<file path="src/rtl/tlb_pkg.sv">
package tlb_pkg;
  typedef enum logic [1:0] {
    BC_IDLE = 2'd0,
    BC_SEND = 2'd1,
    BC_WAIT = 2'd2
  } bc_state_e;
endpackage

</file>
<file path="src/rtl/inv_broadcaster.sv">
module inv_broadcaster
  import tlb_pkg::*;
#(
  parameter int N_CORES = 3,
  parameter int VPN_W   = 20,
  parameter int ASID_W  = 8
) (
  input  logic                      clk,
  input  logic                      rst,
  input  logic [N_CORES-1:0]        req,
  input  logic [N_CORES-1:0]        req_all,
  input  logic [N_CORES*VPN_W-1:0]  req_vpn,
  input  logic [N_CORES*ASID_W-1:0] req_asid,
  input  logic [N_CORES-1:0]        ack,
  output logic [N_CORES-1:0]        bcast,
  output logic                      busy,
  output logic                      msg_all,
  output logic [VPN_W-1:0]          msg_vpn,
  output logic [ASID_W-1:0]         msg_asid,
  output logic [N_CORES-1:0]        done
);
  localparam int IDX_W = (N_CORES > 1) ? $clog2(N_CORES) : 1;

  bc_state_e          st_q;
  logic [N_CORES-1:0] target_q, seen_q, issuer_q;
  logic [IDX_W-1:0]   sel;
  logic               sel_v;

  // Fixed priority: lowest core index wins.
  always_comb begin
    sel   = '0;
    sel_v = 1'b0;
    for (int i = N_CORES - 1; i >= 0; i--) begin
      if (req[i]) begin
        sel   = IDX_W'(i);
        sel_v = 1'b1;
      end
    end
  end

  assign busy = (st_q != BC_IDLE);

  always_ff @(posedge clk) begin
    if (rst) begin
      st_q     <= BC_IDLE;
      target_q <= '0;
      seen_q   <= '0;
      issuer_q <= '0;
      bcast    <= '0;
      done     <= '0;
      msg_all  <= 1'b0;
      msg_vpn  <= '0;
      msg_asid <= '0;
    end else begin
      done <= '0;
      case (st_q)
        BC_IDLE: begin
          if (sel_v) begin
            issuer_q <= N_CORES'(1) << sel;
            target_q <= ~(N_CORES'(1) << sel);
            bcast    <= ~(N_CORES'(1) << sel);
            msg_all  <= req_all[sel];
            msg_vpn  <= req_vpn[int'(sel)*VPN_W +: VPN_W];
            msg_asid <= req_asid[int'(sel)*ASID_W +: ASID_W];
            seen_q   <= '0;
            st_q     <= BC_SEND;
          end
        end
        BC_SEND: begin
          bcast <= '0;
          st_q  <= BC_WAIT;
        end
        BC_WAIT: begin
          if ((seen_q | ack) == target_q) begin
            done <= issuer_q;
            st_q <= BC_IDLE;
          end else begin
            seen_q <= seen_q | ack;
          end
        end
        default: st_q <= BC_IDLE;
      endcase
    end
  end

  p_done_onehot_r7: assert property (@(posedge clk) disable iff (rst)
    $onehot0(done));
  p_done_after_ack_r7: assert property (@(posedge clk) disable iff (rst)
    (done != '0) |-> $past(ack != '0));
  p_bcast_pulse_r7: assert property (@(posedge clk) disable iff (rst)
    (bcast != '0) |=> (bcast == '0));
endmodule

</file>
<file path="src/rtl/tlb_core.sv">
module tlb_core #(
  parameter int ENTRIES = 8,
  parameter int VPN_W   = 20,
  parameter int PPN_W   = 20,
  parameter int ASID_W  = 8,
  parameter int ATTR_W  = 4
) (
  input  logic              clk,
  input  logic              rst,
  input  logic              lk_valid,
  input  logic [VPN_W-1:0]  lk_vpn,
  input  logic [ASID_W-1:0] lk_asid,
  output logic              lk_rsp,
  output logic              lk_hit,
  output logic [PPN_W-1:0]  lk_ppn,
  output logic [ATTR_W-1:0] lk_attr,
  input  logic              fill_v,
  input  logic [VPN_W-1:0]  fill_vpn,
  input  logic [ASID_W-1:0] fill_asid,
  input  logic [PPN_W-1:0]  fill_ppn,
  input  logic [ATTR_W-1:0] fill_attr,
  input  logic              inv_v,
  input  logic              pend_v,
  input  logic              msg_all,
  input  logic [VPN_W-1:0]  msg_vpn,
  input  logic [ASID_W-1:0] msg_asid,
  output logic              inv_ack
);
  localparam int PTR_W = (ENTRIES > 1) ? $clog2(ENTRIES) : 1;
  localparam logic [PTR_W-1:0] LAST = PTR_W'(ENTRIES - 1);

  logic [ENTRIES-1:0] vld_q;
  logic [VPN_W-1:0]   vpn_q   [ENTRIES];
  logic [ASID_W-1:0]  asid_q  [ENTRIES];
  logic [PPN_W-1:0]   ppn_mem [ENTRIES];
  logic [ATTR_W-1:0]  attr_mem[ENTRIES];
  logic [PTR_W-1:0]   ptr_q;
  logic [ENTRIES-1:0] look_m, kill_m;
  logic               fill_block, fill_we;
  logic [PTR_W-1:0]   hit_idx;
  logic               any_hit;

  // A fill colliding with an in-flight invalidate of the same page is dropped.
  assign fill_block = pend_v && (msg_all || (msg_vpn == fill_vpn && msg_asid == fill_asid));
  assign fill_we    = fill_v && !fill_block;

  for (genvar gi = 0; gi < ENTRIES; gi++) begin : g_ent
    assign kill_m[gi] = inv_v && (msg_all ||
                        (vpn_q[gi] == msg_vpn && asid_q[gi] == msg_asid));
    assign look_m[gi] = vld_q[gi] && !kill_m[gi] &&
                        vpn_q[gi] == lk_vpn && asid_q[gi] == lk_asid;

    always_ff @(posedge clk) begin
      if (rst) begin
        vld_q[gi] <= 1'b0;
      end else if (fill_we && ptr_q == PTR_W'(gi)) begin
        vld_q[gi] <= 1'b1;
      end else if (kill_m[gi]) begin
        vld_q[gi] <= 1'b0;
      end
    end

    always_ff @(posedge clk) begin
      if (rst) begin
        vpn_q[gi]  <= '0;
        asid_q[gi] <= '0;
      end else if (fill_we && ptr_q == PTR_W'(gi)) begin
        vpn_q[gi]  <= fill_vpn;
        asid_q[gi] <= fill_asid;
      end
    end
  end

  // Payload storage: write-only port plus one read port, no reset.
  always_ff @(posedge clk) begin
    if (fill_we) begin
      ppn_mem[ptr_q]  <= fill_ppn;
      attr_mem[ptr_q] <= fill_attr;
    end
  end

  always_ff @(posedge clk) begin
    if (rst) begin
      ptr_q <= '0;
    end else if (fill_we) begin
      ptr_q <= (ptr_q == LAST) ? '0 : ptr_q + 1'b1;
    end
  end

  // Lowest matching slot wins.
  always_comb begin
    hit_idx = '0;
    any_hit = 1'b0;
    for (int i = ENTRIES - 1; i >= 0; i--) begin
      if (look_m[i]) begin
        hit_idx = PTR_W'(i);
        any_hit = 1'b1;
      end
    end
  end

  always_ff @(posedge clk) begin
    if (rst) begin
      lk_rsp  <= 1'b0;
      lk_hit  <= 1'b0;
      lk_ppn  <= '0;
      lk_attr <= '0;
      inv_ack <= 1'b0;
    end else begin
      lk_rsp  <= lk_valid;
      lk_hit  <= lk_valid && any_hit;
      lk_ppn  <= (lk_valid && any_hit) ? ppn_mem[hit_idx]  : '0;
      lk_attr <= (lk_valid && any_hit) ? attr_mem[hit_idx] : '0;
      inv_ack <= inv_v;
    end
  end

  p_rsp_next_r1: assert property (@(posedge clk) disable iff (rst)
    lk_valid |=> lk_rsp);
  p_miss_zero_r1: assert property (@(posedge clk) disable iff (rst)
    (lk_rsp && !lk_hit) |-> (lk_ppn == '0 && lk_attr == '0));
  p_no_stale_hit_r9: assert property (@(posedge clk) disable iff (rst)
    (lk_valid && inv_v && msg_all) |=> (lk_rsp && !lk_hit));
  p_ack_follows_r7: assert property (@(posedge clk) disable iff (rst)
    inv_v |=> inv_ack);
  p_fill_dropped_r10: assert property (@(posedge clk) disable iff (rst)
    (fill_v && fill_block && !inv_v) |=> (vld_q == $past(vld_q)));
endmodule

</file>
<file path="src/rtl/tlb_shootdown_top.sv">
module tlb_shootdown_top #(
  parameter int N_CORES = 3,
  parameter int ENTRIES = 8,
  parameter int VPN_W   = 20,
  parameter int PPN_W   = 20,
  parameter int ASID_W  = 8,
  parameter int ATTR_W  = 4
) (
  input  logic                      clk,
  input  logic                      rst,
  input  logic [N_CORES-1:0]        lk_valid,
  input  logic [N_CORES*VPN_W-1:0]  lk_vpn,
  input  logic [N_CORES*ASID_W-1:0] lk_asid,
  output logic [N_CORES-1:0]        lk_rsp,
  output logic [N_CORES-1:0]        lk_hit,
  output logic [N_CORES*PPN_W-1:0]  lk_ppn,
  output logic [N_CORES*ATTR_W-1:0] lk_attr,
  input  logic [N_CORES-1:0]        fill_valid,
  input  logic [N_CORES*VPN_W-1:0]  fill_vpn,
  input  logic [N_CORES*ASID_W-1:0] fill_asid,
  input  logic [N_CORES*PPN_W-1:0]  fill_ppn,
  input  logic [N_CORES*ATTR_W-1:0] fill_attr,
  input  logic [N_CORES-1:0]        inv_req,
  input  logic [N_CORES-1:0]        inv_all,
  input  logic [N_CORES*VPN_W-1:0]  inv_vpn,
  input  logic [N_CORES*ASID_W-1:0] inv_asid,
  output logic [N_CORES-1:0]        inv_done
);
  logic [N_CORES-1:0] bcast, ack;
  logic               busy, msg_all;
  logic [VPN_W-1:0]   msg_vpn;
  logic [ASID_W-1:0]  msg_asid;

  inv_broadcaster #(
    .N_CORES(N_CORES), .VPN_W(VPN_W), .ASID_W(ASID_W)
  ) u_bc (
    .clk(clk), .rst(rst),
    .req(inv_req), .req_all(inv_all), .req_vpn(inv_vpn), .req_asid(inv_asid),
    .ack(ack), .bcast(bcast), .busy(busy),
    .msg_all(msg_all), .msg_vpn(msg_vpn), .msg_asid(msg_asid),
    .done(inv_done)
  );

  for (genvar c = 0; c < N_CORES; c++) begin : g_core
    tlb_core #(
      .ENTRIES(ENTRIES), .VPN_W(VPN_W), .PPN_W(PPN_W),
      .ASID_W(ASID_W), .ATTR_W(ATTR_W)
    ) u_tlb (
      .clk(clk), .rst(rst),
      .lk_valid(lk_valid[c]),
      .lk_vpn(lk_vpn[c*VPN_W +: VPN_W]),
      .lk_asid(lk_asid[c*ASID_W +: ASID_W]),
      .lk_rsp(lk_rsp[c]),
      .lk_hit(lk_hit[c]),
      .lk_ppn(lk_ppn[c*PPN_W +: PPN_W]),
      .lk_attr(lk_attr[c*ATTR_W +: ATTR_W]),
      .fill_v(fill_valid[c]),
      .fill_vpn(fill_vpn[c*VPN_W +: VPN_W]),
      .fill_asid(fill_asid[c*ASID_W +: ASID_W]),
      .fill_ppn(fill_ppn[c*PPN_W +: PPN_W]),
      .fill_attr(fill_attr[c*ATTR_W +: ATTR_W]),
      .inv_v(bcast[c]),
      .pend_v(busy),
      .msg_all(msg_all),
      .msg_vpn(msg_vpn),
      .msg_asid(msg_asid),
      .inv_ack(ack[c])
    );
  end
endmodule

</file>
<file path="config.mk">
export PLATFORM = sky130hd
export DESIGN_NAME = tlb_shootdown_top
export DESIGN_NICKNAME = d
export VERILOG_FILES = /design/src/rtl/tlb_pkg.sv /design/src/rtl/inv_broadcaster.sv /design/src/rtl/tlb_core.sv /design/src/rtl/tlb_shootdown_top.sv
export SDC_FILE = /design/constraint.sdc
export NUM_CORES = 2
export LEC_CHECK = 0
export ABC_AREA = 1
export BUFFER_PORTS_ARGS = -buffer_cell sky130_fd_sc_hd__buf_2
export CORE_MARGIN = 5
export CORE_UTILIZATION = 41
export DETAILED_ROUTE_END_ITERATION = 6
export PLACE_DENSITY = 0.58
export REMOVE_ABC_BUFFERS = 1
export SLEW_MARGIN = 10
export SYNTH_ARGS = -nofsm -noshare
export SYNTH_HDL_FRONTEND = slang
export SYNTH_HIERARCHICAL = 1
export SYNTH_SLANG_ARGS = --single-unit
</file>
<file path="constraint.sdc">
create_clock -name clk -period 9.5 [get_ports clk]
set_input_delay 2.375 -clock clk [delete_from_list [all_inputs] [get_ports clk]]
set_output_delay 2.375 -clock clk [all_outputs]
set_load 0.1 [all_outputs]
</file>
==> impl_metrics.yaml <==
outcome:
  outcome: "finished, final reports clean"
timing:
  tns_ns: 0
  hold_violations: 0
  fin_crit_sh_pct: 66.6
  slew_viol_final: 0
  slew_headroom_pct: 15.0
  rsz0062_at_grt: "false"
  setup_viol: 0
  max_freq_mhz: 158
  period_minus_slack_ns: 6.32
  skew_ns: 0.0295
  tightest_slew_ns: 1.24
  hold_slack_ns: 0.441
clocking:
  numCtsBuffers: 162
  cts_max_path_buffers: 3
  clk_pin_slew_ns: 0.06
  clock_sinks: 1408
  post_cts_buffers: 0
  clk_latency_ns: 0.82
  htreeDepth: 4
  cts_tree: "yes"
  ctsHoldBuffers: 0
  clock-root-buffer: "clkbuf_16"
  post_cts_resize_count: 0
cells_and_area:
  fin_nets: 8411
  mostFrequentLayoutCells: "nand2_1 (1282), edfxtp_1 (1248), nor2_1 (1204)"
  final_common_cell: "nand2_1"
  final_layout_size_suffix_gt1_share_pct: 12.0
  syn2layout_area_growth_pct: 12.5
place:
  io_buffers: 418
  place_hpwl_microns: 177000
  gp_congestion: 0.978
global_routing:
  grtUsageTotal_pct: 26.9
  grt_max_degree: 97
  grt_use_met3_pct: 4.69
  grt_pass1_vias: 52900
  grt_pass1_wl_microns: 370000
  grt_use_met1_pct: 35.5
  use_met2_pct: 42.8
  antenna_found_initial: 48
  busiest_layer: "met2"
  grt_overflow: 0
drt:
  wirelength_microns: 260000
  avgRoutedWirePerCell_microns: 24.6
  via_count: 55900
  drt-pass1-iter-count: 5
  via_per_inst: 5.28
  drt_iter0_markers: 5742
  drt_drc_violations_left: 0
  final_antenna_net_count: 0
pwr:
  peakVddDrop_uv: 182
  p_per_area_nw_per_um2: 191
  power.leakage_nw: 33.7
setup_path:
  critPathKind: "input pin to flip-flop"
  cp.arrival_ns: 7.04
  r2r-end: "g_core[1].u_tlb/lk_ppn[0]$_SDFF_PP0_"
  crit-reg2reg-launch: "u_bc/msg_asid[6]$_SDFFE_PP0P_"
  crit_end: "g_core[0].u_tlb/lk_ppn[14]$_SDFF_PP0_"
  ff2ff_path_depth: 17
  worst_setup_path_end_kind: "flip-flop"
  worstPathMaxFanout: 96
  cp-startpoint: "lk_vpn[0]"
  start_kind: "input pin"
  r2r_slack_ns: 3.47
  critPathRequiredTime_ns: 10.21
floorplan:
  die_h_microns: 434
  start_util_pct: 41.3
  dieWidth_microns: 434
  core-area_sq_um: 179000
  rows: 155
  pin_count: 419
  die_area_sq_um: 188000
yosys:
  synth_area_leaders: "edfxtp_1 (51%), xnor2_1 (9.3%), nand2_1 (6.5%)"
  synth_top_area_share_pct: 50.8
  ys_warn_count: 6
  synth_ff_type: "edfxtp_1"
  syn_inst: 7765
  synth.distinct_cells: 54
  syn_area_sq_um: 73700
  avgSynthCellArea_sq_um: 9.50
  synth_edf_count: 1248
  synth_seq_cells: 1408
  ys_seq_area_share_pct: 55.2
  yosys.area.top_type: "edfxtp_1"
  ys_async_sr_fraction_pct: 0
hold_path:
  min_path_type: "flip-flop to flip-flop"
flow_run:
  timing.max_cap.violations: 0
-- registers in the layout, indices dropped and copies added (netlist names), 8 cells and up --
name	count
g_core.u_tlb/asid_q	192
g_core.u_tlb/attr_mem	96
g_core.u_tlb/ppn_mem	480
g_core.u_tlb/ptr_q	9
u_bc/msg_asid	8
u_bc/msg_vpn	20
g_core.u_tlb/lk_attr	12
g_core.u_tlb/vpn_q	480
g_core.u_tlb/lk_ppn	60
g_core.u_tlb/vld_q	24
-- cell usage after synthesis, types with 7 or more instances --
library cell,n
buf_6,38
nor3_1,83
nor4_1,65
o21ai_1,100
nand2_1,1284
a21oi_1,37
nand3_2,7
buf_4,85
buf_2,183
buf_1,13
clkbuf_1,74
or2_0,11
o2111ai_1,10
xor2_1,322
edfxtp_1,1248
o211ai_2,22
nand2_2,10
dfxtp_1,160
or2_2,38
clkinv_1,35
ha_1,18
inv_2,47
nor2_1,1228
nand4_1,157
xnor2_1,780
o21ai_0,79
nand3_1,687
o22ai_1,44
inv_1,830
-- where the power goes --
group	internal, W	switching [W]	leakage [nW]	total, W
Combinational	0.000722	0.00147	17.6	0.00219
Sequential	0.00705	0.000295	13.5	0.00734
Clock	0.00362	0.00265	2.60	0.00627
Total	0.0114	0.00442	33.7	0.0158
-- cell type report --
type	instances	area [sq um]
fillers	16800	95700
diodes	29	72.6
clock inverters	84	851
flip-flops and latches	1408	40700
repair buffers	523	2880
clock buffers	218	4490
inverters	914	3440
multi-input cells	5046	27600
well taps	2355	2950
-- metrics by stage --
step | area [sq um] | std cells | util, % | power (W) | worst slack [ns]
4_1_cts | 82900 | 10500 | 46.4 | 0.0159 | 3.37
3_5_place_dp | 77500 | 10200 | 43.4 | 0.00963 | 2.49
2_1_floorplan | 71400 | 7368 | - | 0.00862 | 2.87
6_report | 82900 | 10600 | 46.4 | 0.0158 | 3.18
3_3_place_gp | 77500 | 10200 | 43.4 | 0.00960 | 2.47
5_1_grt | 82900 | 10600 | 46.4 | 0.0164 | 3.02
-- cell families after synthesis --
logic type,after synthesis,synth area share [%]
buffers and inverters,1311,7.84
xor gates and xnor gates,1102,13.1
and+or+nand+nor,3595,20.8
DFF,1408,55.2
AOI/OAI and AO/OA,331,2.80
adders and majority gates,18,0.305
-- worst max-delay path, stage by stage --
cell,delay [ns]
buf_2,0.17
xor2_1,0.17
nor4_1,0.87
nand4_1,0.38
nor3_1,0.25
nand3_1,0.15
nand2_1,0.17
nand2_4,0.46
nand2_4,1.07
buf_4,0.41
nand2_1,0.08
nand3_1,0.07
nand2_1,0.06
nor2_1,0.12
nor2_1,0.06
-- how the worst min path moves through the flow --
stage | cells past startpoint | to | from | slack, ns
floorplan | 2 | u_bc/done[2]$_SDFF_PP0_ | u_bc/issuer_q[2]$_SDFFE_PP0P_ | 0.41
global placement | 2 | u_bc/done[2]$_SDFF_PP0_ | u_bc/issuer_q[2]$_SDFFE_PP0P_ | 0.43
detailed placement | 2 | u_bc/done[2]$_SDFF_PP0_ | u_bc/issuer_q[2]$_SDFFE_PP0P_ | 0.43
CTS | 2 | u_bc/done[2]$_SDFF_PP0_ | u_bc/issuer_q[2]$_SDFFE_PP0P_ | 0.44
global route | 2 | u_bc/done[2]$_SDFF_PP0_ | u_bc/issuer_q[2]$_SDFFE_PP0P_ | 0.47
finish | 2 | u_bc/done[2]$_SDFF_PP0_ | u_bc/issuer_q[2]$_SDFFE_PP0P_ | 0.44
-- routing by layer --
layer	vias to the layer above	routed length, microns	share of wire (%)
li1	25800	-	-
met1	27000	106000	41
met2	2453	119000	46
met3	554	20900	8.0
met4	24	14500	5.6
met5	-	167	0.064
(Power assumes the default switching activity.)
